<file path="config.mk">
export PLATFORM = sky130hd
export DESIGN_NAME = rxw_walker
export DESIGN_NICKNAME = d
export VERILOG_FILES = /design/src/rtl/rxw_pkg.sv /design/src/rtl/rxw_next_addr.sv /design/src/rtl/rxw_split.sv /design/src/rtl/rxw_status.sv /design/src/rtl/rxw_walker.sv
export SDC_FILE = /design/constraint.sdc
export NUM_CORES = 1
export LEC_CHECK = 0
export BUFFER_PORTS_ARGS = -buffer_cell sky130_fd_sc_hd__buf_2
export CAP_MARGIN = 10
export CORE_MARGIN = 2
export CORE_UTILIZATION = 48
export DETAILED_ROUTE_END_ITERATION = 16
export GPL_ROUTABILITY_DRIVEN = 0
export HOLD_SLACK_MARGIN = 0.12
export MAX_ROUTING_LAYER = met4
export PLACE_DENSITY = 0.88
export SETUP_SLACK_MARGIN = 0.1
export SLEW_MARGIN = 20
export SYNTH_ARGS = -nofsm -noshare
export SYNTH_HDL_FRONTEND = slang
export SYNTH_SLANG_ARGS = --single-unit
</file>
<file path="constraint.sdc">
create_clock -name clk -period 5.2 [get_ports clk]
set_clock_uncertainty 0.15 [all_clocks]
set_input_delay 0.26 -clock clk [delete_from_list [all_inputs] [get_ports clk]]
set_output_delay 0.26 -clock clk [all_outputs]
set_load 0.02 [all_outputs]
</file>
<file path="src/rtl/rxw_pkg.sv">
package rxw_pkg;

  localparam int LEN_W      = 11;
  localparam int WORD_W     = 32;
  localparam int DESC_BYTES = 16;

  localparam int OWN_BIT    = 31;
  localparam int EOR_BIT    = 25;
  localparam int CHN_BIT    = 24;
  localparam int FIRST_BIT  = 9;
  localparam int LAST_BIT   = 8;

  typedef enum logic [2:0] {
    ST_IDLE,
    ST_FETCH,
    ST_WAITF,
    ST_BUF1,
    ST_BUF2,
    ST_WBACK
  } rxw_state_e;

endpackage

</file>
<file path="src/rtl/rxw_next_addr.sv">
module rxw_next_addr #(
  parameter int AW = 32
) (
  input  logic [AW-1:0] cur_addr,
  input  logic [AW-1:0] base_addr,
  input  logic [AW-1:0] chain_ptr,
  input  logic          end_ring,
  input  logic          chained,
  output logic [AW-1:0] next_addr
);
  import rxw_pkg::*;

  localparam logic [AW-1:0] STEP = AW'(DESC_BYTES);

  always_comb begin
    if (end_ring) begin
      next_addr = base_addr;
    end else if (chained) begin
      next_addr = chain_ptr;
    end else begin
      next_addr = cur_addr + STEP;
    end
  end

endmodule

</file>
<file path="src/rtl/rxw_split.sv">
module rxw_split #(
  parameter int FLW = 14
) (
  input  logic [FLW-1:0]            remain,
  input  logic [rxw_pkg::LEN_W-1:0] buf_len,
  output logic [rxw_pkg::LEN_W-1:0] chunk,
  output logic                      skip,
  output logic [FLW-1:0]            remain_after
);
  import rxw_pkg::*;

  logic [FLW-1:0] len_ext;
  logic [FLW-1:0] chunk_ext;

  always_comb begin
    len_ext      = FLW'(buf_len);
    chunk_ext    = (remain < len_ext) ? remain : len_ext;
    chunk        = chunk_ext[LEN_W-1:0];
    skip         = (buf_len == '0) || (remain == '0);
    remain_after = skip ? remain : (remain - chunk_ext);
  end

endmodule

</file>
<file path="src/rtl/rxw_status.sv">
module rxw_status (
  input  logic [3:0]  err,
  input  logic        first_seg,
  input  logic        last_seg,
  output logic [31:0] word
);
  import rxw_pkg::*;

  always_comb begin
    word            = '0;
    word[OWN_BIT]   = 1'b0;
    word[FIRST_BIT] = first_seg;
    word[LAST_BIT]  = last_seg;
    word[3:2]       = err[3:2];
    word[1:0]       = last_seg ? err[1:0] : 2'b00;
  end

endmodule

</file>
<file path="src/rtl/rxw_walker.sv">
module rxw_walker #(
  parameter int AW  = 32,
  parameter int FLW = 14
) (
  input  logic                      clk,
  input  logic                      rst_n,
  input  logic                      run_en,
  input  logic [AW-1:0]             list_base,
  output logic                      mem_rd_req,
  output logic [AW-1:0]             mem_rd_addr,
  input  logic                      mem_rd_ack,
  input  logic [31:0]               mem_rd_data,
  output logic                      mem_wr_req,
  output logic [AW-1:0]             mem_wr_addr,
  output logic [31:0]               mem_wr_data,
  input  logic                      mem_wr_ack,
  input  logic                      frm_valid,
  output logic                      frm_ready,
  input  logic [FLW-1:0]            frm_len,
  input  logic [3:0]                frm_err,
  output logic                      dma_req,
  output logic [AW-1:0]             dma_addr,
  output logic [rxw_pkg::LEN_W-1:0] dma_len,
  input  logic                      dma_ack
);
  import rxw_pkg::*;

  localparam int IDX_W = 2;

  // control state (reset)
  rxw_state_e        state_q, state_d;
  logic [IDX_W-1:0]  idx_q, idx_d;
  logic [AW-1:0]     cur_q, cur_d;
  logic              busy_q, busy_d;
  logic              first_q, first_d;

  // datapath state (enable only)
  logic [LEN_W-1:0]  len1_q, len2_q;
  logic              eor_q, chn_q;
  logic [AW-1:0]     b1_q, b2_q;
  logic [FLW-1:0]    rem_q, rem_d;
  logic [3:0]        err_q;
  logic              ld_w1, ld_w2, ld_w3, ld_frame, ld_rem;

  // shared helpers
  logic [LEN_W-1:0]  sel_len;
  logic [LEN_W-1:0]  sp_chunk;
  logic              sp_skip;
  logic [FLW-1:0]    sp_rem;
  logic [AW-1:0]     nxt_addr;
  logic [31:0]       wb_word;
  logic              in_buf;

  assign sel_len = (state_q == ST_BUF2) ? len2_q : len1_q;
  assign in_buf  = (state_q == ST_BUF1) || (state_q == ST_BUF2);

  rxw_split #(.FLW(FLW)) u_split (
    .remain       (rem_q),
    .buf_len      (sel_len),
    .chunk        (sp_chunk),
    .skip         (sp_skip),
    .remain_after (sp_rem)
  );

  rxw_next_addr #(.AW(AW)) u_next (
    .cur_addr  (cur_q),
    .base_addr (list_base),
    .chain_ptr (b2_q),
    .end_ring  (eor_q),
    .chained   (chn_q),
    .next_addr (nxt_addr)
  );

  rxw_status u_status (
    .err       (err_q),
    .first_seg (first_q),
    .last_seg  (rem_q == '0),
    .word      (wb_word)
  );

  // next-state process
  always_comb begin
    state_d  = state_q;
    idx_d    = idx_q;
    cur_d    = cur_q;
    busy_d   = busy_q;
    first_d  = first_q;
    rem_d    = rem_q;
    ld_w1    = 1'b0;
    ld_w2    = 1'b0;
    ld_w3    = 1'b0;
    ld_frame = 1'b0;
    ld_rem   = 1'b0;
    unique case (state_q)
      ST_IDLE: begin
        if (run_en) begin
          cur_d   = list_base;
          idx_d   = '0;
          busy_d  = 1'b0;
          first_d = 1'b0;
          state_d = ST_FETCH;
        end
      end
      ST_FETCH: begin
        if (mem_rd_ack) begin
          unique case (idx_q)
            2'd0: if (mem_rd_data[OWN_BIT]) idx_d = 2'd1;
            2'd1: begin ld_w1 = 1'b1; idx_d = 2'd2; end
            2'd2: begin ld_w2 = 1'b1; idx_d = 2'd3; end
            default: begin
              ld_w3   = 1'b1;
              idx_d   = 2'd0;
              first_d = 1'b0;
              state_d = busy_q ? ST_BUF1 : ST_WAITF;
            end
          endcase
        end
      end
      ST_WAITF: begin
        if (frm_valid) begin
          ld_frame = 1'b1;
          rem_d    = frm_len;
          busy_d   = 1'b1;
          first_d  = 1'b1;
          state_d  = ST_BUF1;
        end
      end
      ST_BUF1: begin
        if (sp_skip || dma_ack) begin
          ld_rem  = 1'b1;
          rem_d   = sp_rem;
          state_d = chn_q ? ST_WBACK : ST_BUF2;
        end
      end
      ST_BUF2: begin
        if (sp_skip || dma_ack) begin
          ld_rem  = 1'b1;
          rem_d   = sp_rem;
          state_d = ST_WBACK;
        end
      end
      ST_WBACK: begin
        if (mem_wr_ack) begin
          cur_d   = nxt_addr;
          busy_d  = (rem_q != '0);
          idx_d   = '0;
          state_d = ST_FETCH;
        end
      end
      default: state_d = ST_IDLE;
    endcase
  end

  // control registers
  always_ff @(posedge clk or negedge rst_n) begin
    if (!rst_n) begin
      state_q <= ST_IDLE;
      idx_q   <= '0;
      cur_q   <= '0;
      busy_q  <= 1'b0;
      first_q <= 1'b0;
    end else begin
      state_q <= state_d;
      idx_q   <= idx_d;
      cur_q   <= cur_d;
      busy_q  <= busy_d;
      first_q <= first_d;
    end
  end

  // datapath registers with explicit enables
  always_ff @(posedge clk) begin
    if (ld_w1) begin
      len1_q <= mem_rd_data[LEN_W-1:0];
      len2_q <= mem_rd_data[2*LEN_W-1:LEN_W];
      eor_q  <= mem_rd_data[EOR_BIT];
      chn_q  <= mem_rd_data[CHN_BIT];
    end
    if (ld_w2) begin
      b1_q <= AW'(mem_rd_data);
    end
    if (ld_w3) begin
      b2_q <= AW'(mem_rd_data);
    end
    if (ld_frame) begin
      err_q <= frm_err;
    end
    if (ld_frame || ld_rem) begin
      rem_q <= rem_d;
    end
  end

  // outputs
  assign mem_rd_req  = (state_q == ST_FETCH);
  assign mem_rd_addr = cur_q + AW'({idx_q, 2'b00});
  assign mem_wr_req  = (state_q == ST_WBACK);
  assign mem_wr_addr = cur_q;
  assign mem_wr_data = wb_word;
  assign frm_ready   = (state_q == ST_WAITF);
  assign dma_req     = in_buf && !sp_skip;
  assign dma_addr    = (state_q == ST_BUF2) ? b2_q : b1_q;
  assign dma_len     = sp_chunk;

endmodule

</file>
==> results.txt <==
----------------------------------------------------
[Run status]
  Result of the run ... finished, final reports clean

[Setup path]
  Required arrival time at the worst endpoint ... approximately 5.3 ns
  Crit path kind ... reg -> reg
  Cell depth of the worst flop-to-flop path ... 22
  Endpoint class of the critical path ... flop
  Flop-to-flop setup slack ... ~0.016 ns
  Worst-path maximum fanout ... 6
  Data arrival time of the critical path ... roughly 5.3 ns
  Worst reg2reg endpoint ... rem_q[12]$_DFFE_PP_
  Launch instance of the worst register-to-register path ... state_q[0]$_DFFE_PN0P_
  Type of origin of the critical path ... flop

[Placement]
  Placed instance count ... roughly 1300
  Buffers added on ports ... 205
  DP HPWL ... between 15000 and 20000 µm

[STA]
  Final-report max-slew violation count ... 0
  Worst-Margin Slew ... 1.17 ns
  Post-route minimum period ... 5.18 ns
  Total Negative Setup Slacks ... 0 ns
  Finish-stage setup viols ... 0
  Fin crit share ... 0.997
  Maximum operating frequency ... between 0.15 and 0.2 GHz
  Setup repair after global routing missed its margin ... yes
  Worst slew margin relative to its limit ... 0.219
  Final hold viol count ... 0

[Global route]
  Met1 global-route usage ... 0.354
  Largest net degree at the start of global routing ... 52
  GRT busiest layer ... met2
  Fraction of met3 tracks used by global routing ... 0.0606
  First-pass GRT wire length ... 43300 µm
  Combined global-route utilization of all metal layers ... 0.295
  Antenna violations before repair ... 0
  Met2 layer usage reported by global route ... 0.479
  Vias in the first global route ... 8209
  Aggregate global routing overflow ... 0

[Logic synthesis]
  Netlist area before placement ... 8620 µm²
  Number of enable flip-flop cells after synthesis ... 106
  Gate count of the mapped netlist ... 934
  Dominant register cell in the synthesized netlist ... sky130_fd_sc_hd__edfxtp_1
  Synth warnings ... 0
  Leading area contributor after synthesis ... sky130_fd_sc_hd__edfxtp_1
  Sequential element share of the synthesized area ... 0.482
  Share of flip-flops with an asynchronous set or reset after synthesis ... 0.269
  Most common cell in the synthesized netlist ... sky130_fd_sc_hd__nand2_1
  Top area cells in the synthesized netlist ... sky130_fd_sc_hd__edfxtp_1 (37%), sky130_fd_sc_hd__dfrtp_1 (11%), sky130_fd_sc_hd__nand2_1 (7.5%), sky130_fd_sc_hd__a21oi_1 (5.1%), sky130_fd_sc_hd__nor2_1 (4.5%)
  Area share of the largest cell type after synthesis ... 0.369
  Number of different library cells in the post-synthesis netlist ... 67
  Most frequent cells after synthesis ... sky130_fd_sc_hd__nand2_1 (172), sky130_fd_sc_hd__edfxtp_1 (106), sky130_fd_sc_hd__nor2_1 (103)
  Total of flip-flops plus latches after synthesis ... around 150
  Synthesized area per cell ... 9.23 µm²

[Power]
  Switching Share ... 0.432
  Share of total power in the clock network ... 0.235
  Static Leakage ... 4.88 nW
  Largest vdd supply drop ... 0.000346 V
  Sequential share of power ... 0.337
  Net load switching power ... roughly 2.3 mW
  Share of total power in combinational logic ... 0.428
  Design internal power ... 3.08 mW
  Cell Pwr Density ... 470 nW/µm²

[Detailed routing]
  # DRC ... 0
  Via count ... 8783
  DRT antenna net count ... 0
  Vias per Instance ... 6.02
  First-pass DRT Iterations ... 5
  Detailed Route Iter0 Violations ... 1040
  Wirelength per Cell ... 19.7 µm
  Total wirelength of the detailed-routed design ... 28800 µm

[Hold path]
  Worst min-delay path category ... in -> reg
  Worst Hold Launch ... mem_rd_ack
  Hold path endpoint ... b2_q[31]$_DFFE_PP_
  Hold depth ... 2

[CTS]
  # H-tree levels ... 4
  Number of buffers created by CTS ... 17
  Clock transition time at the flip-flop clock pins of the worst setup and hold paths ... 0.07 ns
  Buffer levels on the longest clock path ... 2
  # clock sinks ... 145
  Clk_lat worst skew ... around 0.43 ns
  TritonCTS clock tree ... yes
  Root buf cell ... sky130_fd_sc_hd__clkbuf_16

[Final layout]
  FF/Latch Area ... 4160 µm²
  Synth-to-layout area growth ... 33.7%
  Number of standard cells in the final layout excluding fillers ... between 1000 and 1500
  Net count reported at finish ... 1329
  Antenna diodes ... 0
  Multi-input gate area in the final layout ... around 4200 µm²
  Fraction of layout instances using a drive strength above 1 ... 0.262
  Fill count ... 1247

[Floorplan]
  Horizontal die dimension ... roughly 140 µm
  Die footprint ... 19100 µm²
  Starting utilization of the core area ... 0.485
  Die height ... 138 µm
  Row count ... 49
  IO Pins ... 232
  Core footprint ... 17800 µm²

[Run]
  Max-cap check violation count ... 0

----------------------------------------------------
==> power groups by stage <==
stage                     Clock, mW  Combinational, mW  Sequential, mW
after floorplan                   0               1.41            1.83
after global routing           1.33               2.48            1.84
after CTS                      1.28               2.17            1.80
final                          1.27               2.32            1.83
after detailed placement          0               2.09            1.82
after global placement            0               2.04            1.81
==> layout make-up <==
cell class                      count  area share
Sequential cell                   145       0.361
Multi-Input combinational cell    704       0.366
Inverter                           24     0.00782
Tap cell                          229      0.0249
Clock buffer                       19      0.0384
Timing Repair Buffer              326       0.188
Clock inverter                     13      0.0139
==> cells in the final DEF, fill, tap and decap left out, drive strengths merged, types with 9 or more instances in the layout <==
cell,count
inv,32
buf,241
nor2,103
conb,26
nand4,9
nand3,26
mux2i,12
and2,11
a21oi,89
edfxtp,106
xnor2,42
dlygate4sd3,85
nor3,19
dfrtp,39
nand2,172
and3,10
xor2,23
clkbuf,19
ha,20
o21ai,32
a31oi,18
==> cells by family (layout without fill, tap and decap cells) <==
logic type               count (synthesis)  after routing  synth area share
AND/OR/NAND/NOR                        385            385             0.199
AO/OA/AOI/OAI                          189            189             0.135
flip-flops                             145            145             0.482
buffers and inverters                  110            382            0.0634
XOR/XNOR                                65             65            0.0660
adder cells (fa/ha/maj)                 23             23            0.0348
multiplexers                            16             16            0.0196
other                                    1             26          0.000435
==> flip-flops by register name, indices dropped and copies added, names as in the netlist, 3 cells and up <==
signal and cells:
b1_q 32, b2_q 32, mem_wr_addr 32, rem_q 14, len1_q 11, len2_q 11, err_q 4, state_q 3
==> repair_timing <==
| item | 4_1_cts | 5_1_grt |
|---|---|---|
| endpoints found under the hold margin | 179 | 0 |
| gates resized for setup | 2 | 27 |
| setup buffers | 1 | 11 |
| pin swaps | 0 | 14 |
| gates cloned | 0 | 1 |
| hold buffers | 85 | 0 |
| setup endpoints to repair | 5 | 8 |
==> metrics by stage <==
step	power (mW)	cell area [µm²]	util	hold slack, ns	setup WS, ns
after CTS	5.24	11300	0.634	0.170	0.123
after floorplan	3.24	8810	-	-0.186	-0.0316
after detailed placement	3.91	9810	0.552	0.295	0.00672
final	5.42	11500	0.648	0.191	0.0159
after global placement	3.84	9810	0.552	0.296	0.151
after global routing	5.65	11500	0.648	0.195	-0.221
==> worst max-delay path: stages, from the launching register on <==
cell and delay, ns:
sky130_fd_sc_hd__dfrtp_1 0.41, sky130_fd_sc_hd__or3b_4 0.47, sky130_fd_sc_hd__mux2i_4 0.22, sky130_fd_sc_hd__ha_4 0.28, sky130_fd_sc_hd__and2_4 0.15, sky130_fd_sc_hd__o21a_1 0.13, sky130_fd_sc_hd__o31ai_2 0.07, sky130_fd_sc_hd__o311a_1 0.39
sky130_fd_sc_hd__o21ai_2 0.18, sky130_fd_sc_hd__buf_6 0.15, sky130_fd_sc_hd__nor2_4 0.04, sky130_fd_sc_hd__a21oi_4 0.15, sky130_fd_sc_hd__ha_4 0.16, sky130_fd_sc_hd__fa_2 0.20, sky130_fd_sc_hd__inv_1 0.04, sky130_fd_sc_hd__a21o_1 0.18
sky130_fd_sc_hd__a211o_1 0.30, sky130_fd_sc_hd__a221oi_4 0.39, sky130_fd_sc_hd__a21oi_2 0.13, sky130_fd_sc_hd__nor4b_2 0.28, sky130_fd_sc_hd__o22ai_2 0.15, sky130_fd_sc_hd__or3_4 0.36, sky130_fd_sc_hd__nand3_4 0.07
==> metal layers <==
| layer | vias up | wire length (µm) |
|---|---|---|
| met2 | 759 | 13700 |
| met3 | 174 | 2890 |
| met5 | - | 0 |
| met4 | 0 | 1630 |
| met1 | 4066 | 10500 |
| li1 | 3784 | - |
==> how the worst max path moves through the flow <==
stage                                      to  depth (start not counted)  slack (ns)                   start
after CTS                  rem_q[8]$_DFFE_PP_                         21        0.12  state_q[1]$_DFFE_PN0P_
after floorplan           rem_q[12]$_DFFE_PP_                         26       -0.03  state_q[1]$_DFFE_PN0P_
after global placement    rem_q[13]$_DFFE_PP_                         22        0.15  state_q[1]$_DFFE_PN0P_
after global routing      rem_q[12]$_DFFE_PP_                         22       -0.22  state_q[1]$_DFFE_PN0P_
after detailed placement  rem_q[13]$_DFFE_PP_                         22       0.007  state_q[1]$_DFFE_PN0P_
final                     rem_q[12]$_DFFE_PP_                         22        0.02  state_q[0]$_DFFE_PN0P_
(Power assumes the default switching activity.)
